### config.mk
export PLATFORM = sky130hd
export DESIGN_NAME = tslot_ctrl
export DESIGN_NICKNAME = d
export VERILOG_FILES = /design/src/rtl/tslot_ctrl.sv
export SDC_FILE = /design/constraint.sdc
export NUM_CORES = 1
export LEC_CHECK = 0
export ABC_AREA = 0
export BUFFER_PORTS_ARGS = -buffer_cell sky130_fd_sc_hd__buf_2
export CAP_MARGIN = 20
export CORE_MARGIN = 2
export CORE_UTILIZATION = 40
export DETAILED_ROUTE_END_ITERATION = 10
export PLACE_DENSITY_LB_ADDON = 0.12
export SKIP_LAST_GASP = 1
export SYNTH_ARGS = -nofsm -noshare
export SYNTH_HDL_FRONTEND = slang
export SYNTH_SLANG_ARGS = --single-unit
### constraint.sdc
create_clock -name clk -period 3.2 [get_ports clk]
set_input_delay 0 -clock clk [delete_from_list [all_inputs] [get_ports clk]]
set_output_delay 0 -clock clk [all_outputs]
set_load 0.005 [all_outputs]
### src/rtl/tslot_ctrl.sv
module tslot_ctrl #(
  parameter int          SLOTS   = 32,
  parameter int          DW      = 8,
  parameter logic [7:0]  PAGE_LO = 8'h00,
  parameter logic [7:0]  PAGE_HI = 8'h01,
  parameter logic [7:0]  BASE    = 8'h10
) (
  input  logic                       clk,
  input  logic                       rst_n,
  input  logic                       reg_we,
  input  logic [7:0]                 reg_page,
  input  logic [7:0]                 reg_addr,
  input  logic [7:0]                 reg_wdata,
  output logic [7:0]                 reg_rdata,
  input  logic                       slot_start,
  input  logic [$clog2(SLOTS)-1:0]   slot_idx,
  input  logic [DW-1:0]              bp_tx_byte,
  input  logic [DW-1:0]              line_rx_byte,
  input  logic [DW-1:0]              msg_byte,
  input  logic [DW-1:0]              test_tx_byte,
  input  logic [DW-1:0]              test_rx_byte,
  output logic [DW-1:0]              line_tx,
  output logic [DW-1:0]              bp_rx,
  output logic [$clog2(SLOTS)-1:0]   out_slot
);
  localparam int SW   = $clog2(SLOTS);
  localparam int HALF = SLOTS / 2;
  localparam int B_MSG = 7, B_ADI = 6, B_RLB = 5, B_LLB = 4, B_TTX = 3, B_TRX = 2;

  function automatic logic [DW-1:0] alt_mask();
    logic [DW-1:0] m;
    for (int i = 0; i < DW; i++) m[i] = (i % 2 == 0);
    return m;
  endfunction
  localparam logic [DW-1:0] ADI_MASK = alt_mask();

  logic [7:0] cw_mem [SLOTS];

  logic [7:0]    off;
  logic          in_win, hit_lo, hit_hi, hit;
  logic [SW-1:0] reg_idx;

  assign off     = reg_addr - BASE;
  assign in_win  = (reg_addr >= BASE) && ({1'b0, off} < 9'(HALF));
  assign hit_lo  = in_win && (reg_page == PAGE_LO);
  assign hit_hi  = in_win && (reg_page == PAGE_HI);
  assign hit     = hit_lo || hit_hi;
  assign reg_idx = SW'(off) + (hit_hi ? SW'(HALF) : SW'(0));
  assign reg_rdata = hit ? cw_mem[reg_idx] : 8'h00;

  always_ff @(posedge clk) begin
    if (!rst_n) begin
      for (int i = 0; i < SLOTS; i++) cw_mem[i] <= 8'h00;
    end else if (reg_we && hit) begin
      cw_mem[reg_idx] <= reg_wdata;
    end
  end

  logic [7:0]    cw;
  logic [DW-1:0] mask, tx_norm, rx_norm, ltx_nx, brx_nx;

  assign cw      = cw_mem[slot_idx];
  assign mask    = cw[B_ADI] ? ADI_MASK : '0;
  assign tx_norm = bp_tx_byte ^ mask;
  assign rx_norm = line_rx_byte ^ mask;

  always_comb begin
    if (cw[B_TTX])      ltx_nx = test_tx_byte;
    else if (cw[B_RLB]) ltx_nx = line_rx_byte;
    else if (cw[B_MSG]) ltx_nx = msg_byte;
    else                ltx_nx = tx_norm;
  end

  always_comb begin
    if (cw[B_TRX])      brx_nx = test_rx_byte;
    else if (cw[B_LLB]) brx_nx = bp_tx_byte;
    else                brx_nx = rx_norm;
  end

  always_ff @(posedge clk) begin
    if (!rst_n) begin
      line_tx  <= '0;
      bp_rx    <= '0;
      out_slot <= '0;
    end else if (slot_start) begin
      line_tx  <= ltx_nx;
      bp_rx    <= brx_nx;
      out_slot <= slot_idx;
    end
  end
endmodule


## Yosys cells after proc, flatten, opt, wreduce, memory -nomap -nowiden

Memories as Yosys holds them, arrays and structs flattened.
Index checks and enable logic that the tools add are counted.

- Register bits after elaboration: 21
- Bits in latches: 0
- RAM bits: 256
- ROM bits: 0
- Bits of input ports: 73
- Output and inout port bits: 29
- Logic and storage cells: 33
- Memories kept: 1

- Add/subtract/negate cells: 2
- Multipliers: 0
- Divide/modulo/power cells: 0
- Order comparisons: 2
- Equality and inequality tests: 1
- Shift-type cells: 0
- Mux-type cells: 15
- Bitwise operators: 2
- Reduce and logical (&&, ||, !) cells: 7

Memory list:

| name | words | bits a word | read ports | clocked after Yosys merged registers in | wr ports | line | RTL |
|---|---|---|---|---|---|---|---|
| cw_mem | 32 | 8 | 2 | 0 | 32 | 37 | `logic [7:0] cw_mem [SLOTS];` |

Operator list:

| operator | number |
|---|---|
| 8-bit 2-to-1 mux | 7 |
| 8-bit by 7-bit bitwise XOR with 8-bit output | 2 |
| 5-bit 2-to-1 mux | 2 |
| 8-bit by 1-bit == test with 1-bit output, second input constant | 1 |
| 8-bit by 5-bit >= comparator with 1-bit output, second input constant | 1 |
| 8-bit zero test | 1 |
| 8-bit by 5-bit < comparator with 1-bit output, second input constant | 1 |
| 8-bit OR reduction | 1 |
| 8-bit by 5-bit subtractor with 8-bit output, second input constant | 1 |
| 7-bit 2-to-1 mux | 1 |
| 5-bit adder | 1 |
| 1-bit 2-to-1 mux | 5 |
| 1-bit logical AND | 4 |
| 1-bit logical OR | 1 |

## Depth between registers and ports, before layout

Gate-level depths: netlist of the first run.

- Depth in word-level cells: 11
- Gate-level depth with buffers: 11
- Gate-level depth less buffers: 7

## Worst setup path after synthesis of the first run

OpenSTA, ideal clock, no wires.

- Kind: input-to-reg
- Start: in reg_page[3]
- End: mem cw_mem[13][0], enable pin
- Library setup time: 384 ps
- Data arrival time: 2,121 ps
- Required time: 2,816 ps
- Path slack: 695 ps
- Cell stages on the path: 8
- Buffers on the path: 2
- Path through: nor4b_1 nand3_1 clkbuf_1 nor2_1 nand3b_1 or2_2 clkbuf_1 o21ai_0

RTL lines:

| what | line | RTL |
|---|---|---|
| start: declaration | 11 | `input logic [7:0] reg_page,` |
| end: declaration | 37 |  |

==> run metrics, run 1 <==
status completed; P_leak 0.006398 uW; routed wire length 44,440 microns; Reg-to-Reg Start cw_mem[7][4]$_SDFFCE_PN0P_; Yosys top cell area share 0.5232; reg2reg end bp_rx[1]$_SDFFE_PN0P_; NetSw 2211 uW; cts repair resizes 0; nets 1,299; initial core utilization 0.4042; Final Power 9137 uW; Cells after Synth 1,053; crit path cell chain mux4_2, mux4_2, mux2i_2, nand2_1, a31oi_1, dlygate4sd3_1, a31o_2; CP max FO 8; DP Area 16,100 sq um; GP Congestion 0.8369; CP max-delay cell dlygate4sd3_1; drt first-iter violations 778; Seq pwr share 0.463; Comb power frac 0.127; Critical Path Source cw_mem[7][4]$_SDFFCE_PN0P_; Final setup viols 0; setup_tns 0 ps; fmax 329.3 MHz; Area Growth Syn to Fin 19.39%; worst r2r path cells 7; Setup CP Type reg2reg; fin crit share 0.9491; Clock Tree Buf Depth 3; All-Layer GR Usage 0.2362; placed cells 1,623; CP max stage delay 610 ps; DRC errors left 0; EDFF count, synth 256; initial antenna violation count 1; Internal Pwr Total 6926 uW; CP required 3720 ps; post-DP HPWL 31,080 microns; largest net degree at the start of global routing 55; CTS tree yes; num rows 70; synthesis warning total 0; port bufs 101; post-route cell area 17,540 sq um; vias 9,591; fraction of registers with async set/reset 0; maxcap violations 0; Final ANT Viol Nets 0; most frequent cell after synthesis and2_1; die height 195.7 microns; CP Buf/Inv Count 1; hold_sp slot_idx[1]; grt ovf 0; max-slew violation total from the final report 0; cell mode on critical path mux4_2; clk_skew 14.69 ps; synthesized area 14,690 sq um; hold endpoint out_slot[1]$_SDFFE_PN0P_; sequential fraction of the synthesis area 0.5519; Mean Syn Cell Area 13.95 sq um; die area 38,280 sq um; Pwr per Cell Area 520.9 nW/um^2; RSZ-0062 raised after global routing no; crit end category flip-flop; layout cell share with drive strength beyond 1 0.2928; Layout Cells excl Fill 1,718; DRT Pass-1 Iters 5; Reg2Reg Setup Slack 160 ps; CP Launch Type flip-flop; Synth top cells by count 257 x and2_1, 256 x edfxtp_1, 118 x mux4_2; Distinct cells, synth 52; Fin. Hold Viols 0; Die Width 195.7 microns; Core Region 36,350 sq um; Synth area leaders edfxtp_1 52%, mux4_2 18%, and2_1 11%; Num CTS Buffers 30; first-pass GRT wire length 66,030 microns; Net Sw Frac 0.2419; diode count 0; Hold Crit Class in2reg; Crit path arrival time 3560 ps; Yosys top cell by area edfxtp_1; hold path depth 4; DR WL/cell 25.87 microns; vias in the first global route 9,891; Worst VDD drop 0.3531 mV; root buffer cell clkbuf_16; max_slew headroom 0.5143; clk_lat worst skew 580 ps; io pins 102; Sink Count 277; Post-synth top flop edfxtp_1; clock power share 0.410; Worst-Margin Slew 728.6 ps; Worst-path clk slew 60 ps; Via density 5.583; H-Tree Depth 1; delay-heaviest family, CP multiplexers; number of synthesized register bits 277; syn_nets 1,126; crit path time final 3037 ps
stage by stage:
stage	hold slack (ps)	util	worst slack (ps)
after global routing	90.52	0.4826	50.16
after global placement	290.5	0.4430	411.5
after detailed placement	291.6	0.4430	365.4
after CTS	48.75	0.4826	163.7
final	74.84	0.4826	163.0
after floorplan	193.7	-	694.8
flip-flops by register name, summed over array words and instances (netlist names):
name / flops
cw_mem: 256
bp_rx: 8
line_tx: 8
out_slot: 5
power by group through the flow:
stage	clock, uW	combinational (uW)	sequential, uW
after floorplan	0	684	4270
after global placement	0	1100	4300
after detailed placement	0	1110	4310
after CTS	3810	1160	4230
after global routing	3940	1240	4250
final	3740	1160	4230
what timing repair did:
item                                   CTS  global route
endpoints found under the hold margin   21             0
buffers inserted                         0             0
hold buffers                            39             0
cell usage in the layout, fill, tap and decap left out, drive strengths merged, types with 21 or more instances in the layout:
cell type	instances
edfxtp	256
nor2	60
clkbuf	36
and2	258
nand2	31
a21oi	24
mux2i	24
o21ai	56
dfxtp	21
mux4	122
dlygate4sd3	39
buf	185
worst max path at each step:
stage | cells past startpoint | to | slack (ps)
global placement | 8 | bp_rx[1]$_SDFFE_PN0P_ | 410
global route | 8 | bp_rx[6]$_SDFFE_PN0P_ | 50
floorplan | 8 | cw_mem[13][0]$_SDFFCE_PN0P_ | 690
detailed placement | 8 | bp_rx[1]$_SDFFE_PN0P_ | 370
finish | 7 | bp_rx[1]$_SDFFE_PN0P_ | 160
CTS | 7 | bp_rx[1]$_SDFFE_PN0P_ | 160
final cells by class:
class / instances / area [sq um]
multi-input combinational: 683 / 6156
inverter: 10 / 37.54
tap: 468 / 585.6
fill: 3132 / 18810
clock buffer: 36 / 794.5
timing repair buffer: 224 / 1607
sequential: 277 / 8108
clock inverter: 20 / 252.7
layer usage:
| layer | track usage | vias up | wire length [microns] |
|---|---|---|---|
| met1 | 0.3278 | 4898 | 19650 |
| li1 | - | 4316 | - |
| met3 | 0.03198 | 35 | 2609 |
| met4 | 0.04293 | 2 | 558 |
| met5 | 0 | - | 12 |
| met2 | 0.4040 | 340 | 21610 |
tightest hold or removal path, cell delays in order:
cell	delay, ps
buf_2	110
buf_12	200
mux2i_1	180
nor2b_1	50
cell families (layout without fill, tap and decap cells):
kind of cell	after synthesis	after routing	share of synthesized area
muxes	151	151	0.2096
DFF	277	277	0.5519
and+or+nand+nor	407	407	0.1568
AOI/OAI and AO/OA	117	117	0.04786
buffers and inverters	93	290	0.02913
xor gates and xnor gates	8	8	0.004769
No activity file was read; power rests on OpenSTA's default activity.
==> run 2: changes to the inputs <==
CORE_MARGIN = not set   (was 2)
==> run metrics, run 2 (same netlist as run 1, synthesis figures left out) <==
status completed; clk_lat worst skew 560 ps (-20 ps); diode count 0 (unchanged); largest net degree at the start of global routing 58 (+5.5%); P_leak 0.006362 uW (-0.55%); setup slack after layout 142.8 ps (-20.22 ps); post-DP HPWL 31,280 microns (+0.61%); Core Region 35,830 sq um (-1.4%); max reg flops 256 (unchanged); die area 37,500 sq um (-2.0%); Internal Pwr Total 6894 uW (-0.47%); pre-CTS setup slack 336.5 ps (-28.92 ps); maxcap violations 0 (unchanged); initial antenna violation count 2 (+1); Seq pwr share 0.467 (+0.004); Pwr per Cell Area 519.2 nW/um^2 (-0.33%); num rows 69 (-1.4%); Clock Tree Buf Depth 3 (unchanged); Final ANT Viol Nets 0 (unchanged); RSZ-0062 raised after global routing no; All-Layer GR Usage 0.2428 (+0.006601); crit path time final 3057 ps (+20.22 ps); commonest non-fill, non-tap cell in the layout and2_1; clk_skew 13.75 ps (-0.9385 ps); first-pass GRT wire length 66,460 microns (+0.66%); Hold Crit Class in2reg; worst r2r path cells 7 (unchanged); Net Sw Frac 0.2401 (-0.001811); clock power share 0.404 (-0.006); Sink Count 277 (unchanged); Via density 5.720 (+2.5%); Setup Fix Bufs, Post-CTS 0 (unchanged); biggest regs cw_mem x256, bp_rx x8, line_tx x8; DR WL/cell 26.39 microns (+2.0%); fmax 327.1 MHz (-0.66%); vias in the first global route 9,832 (-0.60%); Fin. Hold Viols 0 (unchanged); routed wire length 45,180 microns (+1.7%); final core occ 0.4877 (+0.005143); fin crit share 0.9554 (+0.006317); CP Launch Type flip-flop; setup_tns 0 ps (unchanged); crit end category flip-flop; Comb power frac 0.128 (about the same); die height 193.7 microns (-1.0%); grt ovf 0 (unchanged); hold path depth 3 (-1); Worst VDD drop 0.3930 mV (+11%); DRC errors left 0 (unchanged); Crit path arrival time 3510 ps (-50 ps); Area Growth Syn to Fin 18.94%; vias 9,792 (+2.1%); CP max FO 16 (+8); max_slew headroom 0.3676 (-0.1466); nets 1,300 (+0.077%); Setup CP Type reg2reg; DRT Pass-1 Iters 5 (unchanged); io pins 102 (unchanged); GP Congestion 0.8658 (+3.5%); multi-input logic area 6160 sq um (about the same); register area 8108 sq um (unchanged); layout cell share with drive strength beyond 1 0.2878 (-0.005030); root buffer cell clkbuf_16; Final setup viols 0 (unchanged); H-Tree Depth 1 (unchanged); Largest Register cw_mem; most frequent cells in the layout 257 x and2_1, 256 x edfxtp_1, 118 x mux4_2; filler cell count 3,091 (-1.3%); Worst-Margin Slew 948.5 ps (+219.9 ps); CP required 3650 ps (-70 ps); CTS tree yes; initial core utilization 0.4101 (+0.005858); max-slew violation total from the final report 0 (unchanged); Worst-path clk slew 60 ps (about the same); Num CTS Buffers 31 (+3.3%); NetSw 2179 uW (-1.4%); drt first-iter violations 1,053 (+35%); port bufs 101 (unchanged); Die Width 193.7 microns (-1.0%)
-- run 2: cell types whose count changed in the layout (fill, tap and decap cells not counted), sizes merged --
cell         previous run  this run
buf                   185       184
bufinv                  6         5
clkbuf                 36        42
clkinv                 12         9
clkinvlp                1         0
dlygate4sd3            39        40
-- run 2: area by class of cell --
class | instances | area share
Clock buffer | 42 | 0.04790
Tap cell | 461 | 0.03301
Timing Repair Buffer | 224 | 0.08922
Inverter | 10 | 0.002148
Sequential cell | 277 | 0.4640
Clock inverter | 15 | 0.01124
Multi-Input combinational cell | 683 | 0.3525
-- run 2: power groups by stage --
stage / clock network, uW / logic [uW] / registers (uW)
3_5_place_dp: 0 / 1100 / 4310
2_1_floorplan: 0 / 684 / 4270
4_1_cts: 3730 / 1160 / 4240
6_report: 3670 / 1170 / 4240
5_1_grt: 3850 / 1240 / 4260
3_3_place_gp: 0 / 1090 / 4310
-- run 2: worst paths after layout --
| kind | startpoint | to | slack, ps |
|---|---|---|---|
| worst max-delay path | cw_mem[6][3]$_SDFFCE_PN0P_ | line_tx[4]$_SDFFE_PN0P_ | 140 |
| worst min-delay path | rst_n | out_slot[4]$_SDFFE_PN0P_ | 130 |
| worst max register to register | cw_mem[6][3]$_SDFFCE_PN0P_ | line_tx[4]$_SDFFE_PN0P_ | 140 |
| worst min register to register | bp_rx[7]$_SDFFE_PN0P_ | bp_rx[7]$_SDFFE_PN0P_ | 510 |
-- run 2: what timing repair did --
item	4_1_cts	5_1_grt
resized for setup	0	1
hold buffers	40	0
endpoints found under the setup margin	0	3
endpoints found under the hold margin	21	0
-- run 2: critical path, cell delays in order, from the launching register on --
cell and delay (ps):
edfxtp_1 390, mux4_1 570, mux4_2 520, mux2_4 380
a21oi_1 170, o221ai_1 140, dlygate4sd3_1 580, a32o_1 210
-- run 2: routing by layer --
layer  vias up  share of wire  wire length [microns]  track usage
met1      4916           0.44                  19940       0.3446
met4         4          0.034                   1531      0.08000
met3        93          0.072                   3270      0.04488
met5         -        0.00051                     23            0
li1       4327              -                      -            -
met2       452           0.45                  20420       0.3771
-- run 2: per-stage QoR --
step | instances | area [sq um] | hold WS [ps] | power [uW]
floorplan | 1053 | 14690 | 193.7 | 4951
global placement | 1615 | 16040 | 289.0 | 5408
detailed placement | 1615 | 16040 | 294.7 | 5411
CTS | 1712 | 17470 | 101.7 | 9132
global route | 1712 | 17470 | 137.6 | 9351
finish | 1712 | 17470 | 132.5 | 9073
